<file path="src/rtl/sr_skew_pkg.sv">
package sr_skew_pkg;

    localparam int DEF_CODE_W    = 7;
    localparam int DEF_MAX_DLY   = 37;   // 300 ns at 8 ns per cycle
    localparam int DEF_DEAD_BAND = 1;

    typedef enum logic [1:0] {
        SIDE_NONE = 2'd0,
        SIDE_PWM  = 2'd1,
        SIDE_SR   = 2'd2
    } skew_side_e;

    typedef struct packed {
        logic [1:0] up;
        logic [1:0] lo;
    } primary_t;

endpackage

</file>
<file path="src/rtl/skew_decode.sv">
module skew_decode
    import sr_skew_pkg::*;
#(
    parameter int CODE_W    = DEF_CODE_W,
    parameter int MAX_DLY   = DEF_MAX_DLY,
    parameter int DEAD_BAND = DEF_DEAD_BAND,
    localparam int DLY_W    = $clog2(MAX_DLY + 1)
) (
    input  logic                     clk,
    input  logic                     rst,
    input  logic                     up_ref,
    input  logic signed [CODE_W-1:0] code_i,
    output logic [DLY_W-1:0]         pwm_dly,
    output logic [DLY_W-1:0]         sr_dly
);
    logic signed [CODE_W-1:0] act_q;
    logic                     up_q;
    logic                     boundary;
    logic signed [CODE_W:0]   ext;
    logic [CODE_W:0]          mag;
    logic [DLY_W-1:0]         cnt;
    skew_side_e               side;

    assign boundary = up_ref ^ up_q;

    always_ff @(posedge clk) begin
        if (rst) begin
            act_q <= '0;
            up_q  <= 1'b0;
        end else begin
            up_q <= up_ref;
            if (boundary)
                act_q <= code_i;
        end
    end

    always_comb begin
        ext = {act_q[CODE_W-1], act_q};
        mag = (ext < 0) ? $unsigned(-ext) : $unsigned(ext);
        if (mag <= (CODE_W+1)'(DEAD_BAND))
            cnt = '0;
        else if (mag > (CODE_W+1)'(MAX_DLY))
            cnt = DLY_W'(MAX_DLY);
        else
            cnt = DLY_W'(mag);
        if (cnt == '0)
            side = SIDE_NONE;
        else if (act_q[CODE_W-1])
            side = SIDE_PWM;
        else
            side = SIDE_SR;
        pwm_dly = (side == SIDE_PWM) ? cnt : '0;
        sr_dly  = (side == SIDE_SR)  ? cnt : '0;
    end

    assert_one_side_R4: assert property (@(posedge clk) disable iff (rst)
        !(pwm_dly != '0 && sr_dly != '0));

    assert_clamp_R6: assert property (@(posedge clk) disable iff (rst)
        (pwm_dly <= DLY_W'(MAX_DLY)) && (sr_dly <= DLY_W'(MAX_DLY)));

    assert_hold_R7: assert property (@(posedge clk) disable iff (rst)
        !boundary |=> $stable(act_q));

endmodule

</file>
<file path="src/rtl/tap_delay.sv">
module tap_delay #(
    parameter int W     = 2,
    parameter int DEPTH = 37,
    localparam int SEL_W = $clog2(DEPTH + 1)
) (
    input  logic             clk,
    input  logic             rst,
    input  logic [W-1:0]     d,
    input  logic [SEL_W-1:0] sel,
    output logic [W-1:0]     q
);
    logic [W-1:0] hist [DEPTH];

    always_ff @(posedge clk) begin
        if (rst) hist[0] <= '0;
        else     hist[0] <= d;
    end

    for (genvar i = 1; i < DEPTH; i++) begin : g_stage
        always_ff @(posedge clk) begin
            if (rst) hist[i] <= '0;
            else     hist[i] <= hist[i-1];
        end
    end

    always_comb begin
        if (sel == '0)
            q = d;
        else if (sel > SEL_W'(DEPTH))
            q = hist[DEPTH-1];
        else
            q = hist[sel - SEL_W'(1)];
    end

endmodule

</file>
<file path="src/rtl/sr_skew.sv">
module sr_skew
    import sr_skew_pkg::*;
#(
    parameter int CODE_W    = DEF_CODE_W,
    parameter int MAX_DLY   = DEF_MAX_DLY,
    parameter int DEAD_BAND = DEF_DEAD_BAND
) (
    input  logic              clk,
    input  logic              rst,
    input  logic [1:0]        pwm_i,
    input  logic [1:0]        up_i,
    input  logic [CODE_W-1:0] skew_i,
    input  logic              fault_i,
    output logic [1:0]        pwm_o,
    output logic [1:0]        sr_o,
    output logic [1:0]        up_o
);
    localparam int DLY_W = $clog2(MAX_DLY + 1);

    logic [DLY_W-1:0] pwm_dly;
    logic [DLY_W-1:0] sr_dly;
    primary_t         prim_in;
    primary_t         prim_tap;
    logic [1:0]       sr_tap;

    skew_decode #(
        .CODE_W   (CODE_W),
        .MAX_DLY  (MAX_DLY),
        .DEAD_BAND(DEAD_BAND)
    ) u_decode (
        .clk    (clk),
        .rst    (rst),
        .up_ref (up_i[0]),
        .code_i ($signed(skew_i)),
        .pwm_dly(pwm_dly),
        .sr_dly (sr_dly)
    );

    assign prim_in.up = up_i;
    assign prim_in.lo = pwm_i;

    // primary side: lower PWM and upper 50% signals share one delay
    tap_delay #(.W(4), .DEPTH(MAX_DLY)) u_prim_line (
        .clk(clk),
        .rst(rst),
        .d  (prim_in),
        .sel(pwm_dly),
        .q  (prim_tap)
    );

    // rectifier side: PWM history, inverted and cross-paired at the output
    tap_delay #(.W(2), .DEPTH(MAX_DLY)) u_sr_line (
        .clk(clk),
        .rst(rst),
        .d  (pwm_i),
        .sel(sr_dly),
        .q  (sr_tap)
    );

    always_comb begin
        if (fault_i) begin
            pwm_o = '0;
            up_o  = '0;
            sr_o  = '0;
        end else begin
            pwm_o = prim_tap.lo;
            up_o  = prim_tap.up;
            sr_o  = ~{sr_tap[0], sr_tap[1]};
        end
    end

    assert_fault_low_R8: assert property (@(posedge clk) disable iff (rst)
        fault_i |-> (pwm_o == 2'b00 && sr_o == 2'b00 && up_o == 2'b00));

    assert_cross_zero_R1: assert property (@(posedge clk) disable iff (rst)
        (!fault_i && pwm_dly == '0 && sr_dly == '0)
            |-> (sr_o[0] == !pwm_o[1] && sr_o[1] == !pwm_o[0]));

endmodule

</file>
<file path="config.mk">
export PLATFORM = sky130hd
export DESIGN_NAME = sr_skew
export DESIGN_NICKNAME = d
export VERILOG_FILES = /design/src/rtl/sr_skew_pkg.sv /design/src/rtl/skew_decode.sv /design/src/rtl/tap_delay.sv /design/src/rtl/sr_skew.sv
export SDC_FILE = /design/constraint.sdc
export NUM_CORES = 1
export LEC_CHECK = 0
export ABC_CLOCK_PERIOD_IN_PS = 5350
export BUFFER_PORTS_ARGS = -buffer_cell sky130_fd_sc_hd__buf_2
export CORE_MARGIN = 3
export CORE_UTILIZATION = 40
export DETAILED_ROUTE_END_ITERATION = 8
export HOLD_SLACK_MARGIN = 0.15
export SKIP_LAST_GASP = 1
export SYNTH_ARGS = -nofsm -noshare
export SYNTH_HDL_FRONTEND = slang
export SYNTH_SLANG_ARGS = --single-unit
</file>
<file path="constraint.sdc">
create_clock -name clk -period 5.35 [get_ports clk]
set_input_delay 0.8025 -clock clk [delete_from_list [all_inputs] [get_ports clk]]
set_output_delay 0.8025 -clock clk [all_outputs]
set_load 0.02 [all_outputs]
</file>
==> results.md <==
* Outcome: completed
* Count of synthesis-stage warnings from yosys at 0
* Max-capacitance violation count at 0
* Cell breakdown of the critical path: inv_1 -> ha_2 -> or4bb_1 -> o211ai_2 -> or4_1 -> nand2b_2 -> nand3_2 -> ha_2 -> inv_1 -> or3b_2 -> mux2i_2 -> a22oi_1 -> buf_6 -> nand3_1 -> and4_1 -> a211oi_2 -> buf_2
* Switching share of power at 0.263
* CTS tree: yes
* Relative max-transition margin at 0.308
* Maximum clock rate at 196 MHz
* Overall routed net length at 15.7 mm
* Die width at 139 um
* Comb power frac at 0.130
* Synth Instances at 639
* Die Area at 19200 um2
* Internal power consumption at 2.05 mW
* Antenna diode instance count at 0
* Synthesis-to-finish area growth at 14.7%
* Most used DFF post-synth: dfxtp_1
* Critical path data required time at 4.55 ns
* Number of rows in the core area at 47
* VDD IR-drop max at 0.000246 V
* TritonCTS buffer count at 17
* Vias post-DR at 4866
* Fraction of registers with async set or reset after synthesis at 0
* Vertical die dimension at 139 um
* Average footprint of a synthesized cell at 11.0 um2
* CP endpoint kind: primary output
* Transition time at the pin with the least slew margin at 1.04 ns
* Top-count cell post-synth: dfxtp_1
* Initial detailed-routing violation count at 386
* Top cells by area in the synthesized netlist: dfxtp_1, mux4_2, nor2b_1
* Clock-pin slew of the registers on the worst-case setup and hold paths at 0.07 ns
* Layout fillers at 1554
* Sum of overflow across all layers after global routing at 0
* CP startpoint kind: flip-flop
* Share of total power in sequential cells at 0.422
* Hold violation count in the final report at 0
* Depth of the CTS H-tree at 4
* CORE AREA at 16900 um2
* Number of buffers on the longest clock path at 2
* Number of max-slew violations in the final report at 0
* Port Buffers at 19
* Share of the clock period used by the worst path after layout at 0.951
* GR Util All Layers at 0.166
* Endpoint arrival time on the critical path at 4.29 ns
* Top-level port count at 20
* Crit-path max cell delay at 0.50 ns
* Total number of clock tree sinks at 155
* Post-layout min period at 5.09 ns
* Post-synth net total at 661
* Worst path setup slack after routing at 0.260 ns
* DRT Pass-1 Iters at 5
* Final total negative setup slack at 0 ns
* Leading area contributor after synthesis: dfxtp_1
* Proportion of power drawn by the clock network at 0.448
* Leakage power summed over all cells at 3.14 nW
* Worst hold path class: flip-flop to flip-flop
* Cell family with most CP delay: simple AND/OR/NAND/NOR gates
* Last weighted congestion value of the routability-driven placer at 0.878
* Post-Route Skew at 0.00935 ns
* Worst slack on hold paths at 0.452 ns
* Antenna violations before repair at 0
* DR vias/cell at 5.47
* Path type of the worst setup path: flip-flop to primary output
* Count of flip-flops with a built-in enable after synthesis at 0
* Register bit count reported by yosys at 155
* Net Sw Power at 0.734 mW
* Remaining design rule violation count at 0
* Wire length of the first global-routing pass at 25.8 mm
* Max FO, Critical Path at 13
* RSZ-0062 raised after global routing: false
* Pin count of the biggest net entering global routing at 109
* Detail Placement HPWL at 10.6 mm
* Fraction of final layout cells with drive strength greater than 1 at 0.222
* Effective utilization at floorplan at 0.416
* Critical path buffers and inverters at 4
* Critical Path Slowest Stage Cell: or3b_2
* Detail-routed net length per standard cell at 17.6 um
* Minimum setup slack after placement at 0.305 ns
* Number of nets in the layout at 679
* Count of different cell masters after synthesis at 63
* Power per unit of standard cell area at 345 nW/um2
* Post-synthesis instance area at 7050 um2
* Post-synthesis sequential area ratio at 0.440
* Post-synth top cells: dfxtp_1, nor2b_1, mux4_2
* Vias in the first global route at 4952
* Number of antenna-violating nets in the routed design at 0
* Area share of the largest cell type after synthesis at 0.440
* Worst-Skew Late Latency at 0.42 ns
* Buffer cell driving the clock tree root: clkbuf_16
* Count of endpoints failing setup in the final report at 0
==> sequential cells by signal, indices dropped and copies added, names as in the netlist <==
name / cells
u_sr_line.hist: 1
u_decode.act_q: 7
u_prim_line.hist: 147
==> final timing paths <==
kind | from | endpoint | slack, ns | cells after the start
setup / recovery | u_decode.act_q[0]$_SDFFE_PP0P_ | up_o[1] | 0.26 | 17
hold / removal | u_prim_line.hist[9][1]$_SDFF_PP0_ | u_prim_line.hist[10][1]$_SDFF_PP0_ | 0.45 | 2
setup reg to reg | u_prim_line.hist[0][2]$_SDFF_PP0_ | u_decode.act_q[4]$_SDFFE_PP0P_ | 4.12 | 3
hold reg to reg | u_prim_line.hist[9][1]$_SDFF_PP0_ | u_prim_line.hist[10][1]$_SDFF_PP0_ | 0.45 | 2
==> cells in the final DEF (no fill, tap or decap), types with 10 or more instances in the layout <==
master and instances:
a21oi_1 13, buf_4 21, inv_1 15, nor2b_1 143, dfxtp_1 151, mux2i_1 31, a211oi_1 10, nor2_1 20
nand2_1 28, buf_2 18, nand3_1 16, clkbuf_16 17, mux4_2 43
==> tightest hold or removal path, delay by kind of cell (launching register included) <==
kind | cells | cell delay [ns]
AND/OR/NAND/NOR | 1 | 0.04
flip-flops | 1 | 0.31
buffers and inverters | 1 | 0.06
==> timing repair <==
| item | 4_1_cts | 5_1_grt |
|---|---|---|
| pin swaps | 1 | 2 |
| resized for setup | 3 | 16 |
| endpoints found under the setup margin | 4 | 6 |
| buffers inserted | 2 | 3 |
| hold buffers | 0 | 0 |
| gates cloned | 0 | 0 |
| endpoints found under the hold margin | 0 | 0 |
==> power groups by stage <==
stage	Sequential, mW	Clock, mW	Combinational [mW]
after floorplan	1.19	0	0.261
after global placement	1.20	0	0.341
after detailed placement	1.20	0	0.343
after CTS	1.17	1.28	0.348
after global routing	1.18	1.33	0.390
final	1.18	1.25	0.364
==> cells by family after synthesis <==
logic type | after synthesis | share of synthesized area
fa+ha+maj | 8 | 0.0142
buf+inv | 58 | 0.0378
xor+xnor | 8 | 0.0142
simple gates | 254 | 0.210
mux | 80 | 0.199
flops | 155 | 0.440
compound gates | 76 | 0.0844
==> cell type report <==
class                      count  area [um2]  area share
sequential                   155        3110       0.385
clock inverter                13         181      0.0225
tap                          220         275      0.0341
multi-input combinational    426        3730       0.462
inverter                      15        56.3     0.00697
timing repair buffer          42         290      0.0359
clock buffer                  19         433      0.0536
==> through the flow <==
stage	utilization	cells	instance area [um2]	total power, mW
2_1_floorplan	-	639	7050	1.45
3_3_place_gp	0.435	853	7360	1.54
4_1_cts	0.473	887	8010	2.80
6_report	0.477	890	8080	2.79
5_1_grt	0.477	890	8080	2.90
3_5_place_dp	0.435	853	7360	1.54
==> layer usage <==
metal	share of wire	global-route usage	up-vias
li1	-	-	2321
met1	0.47	0.225	2434
met4	0.0088	0.0433	0
met3	0.044	0.0434	9
met2	0.48	0.267	102
met5	0	0	-
(Power assumes the default switching activity.)
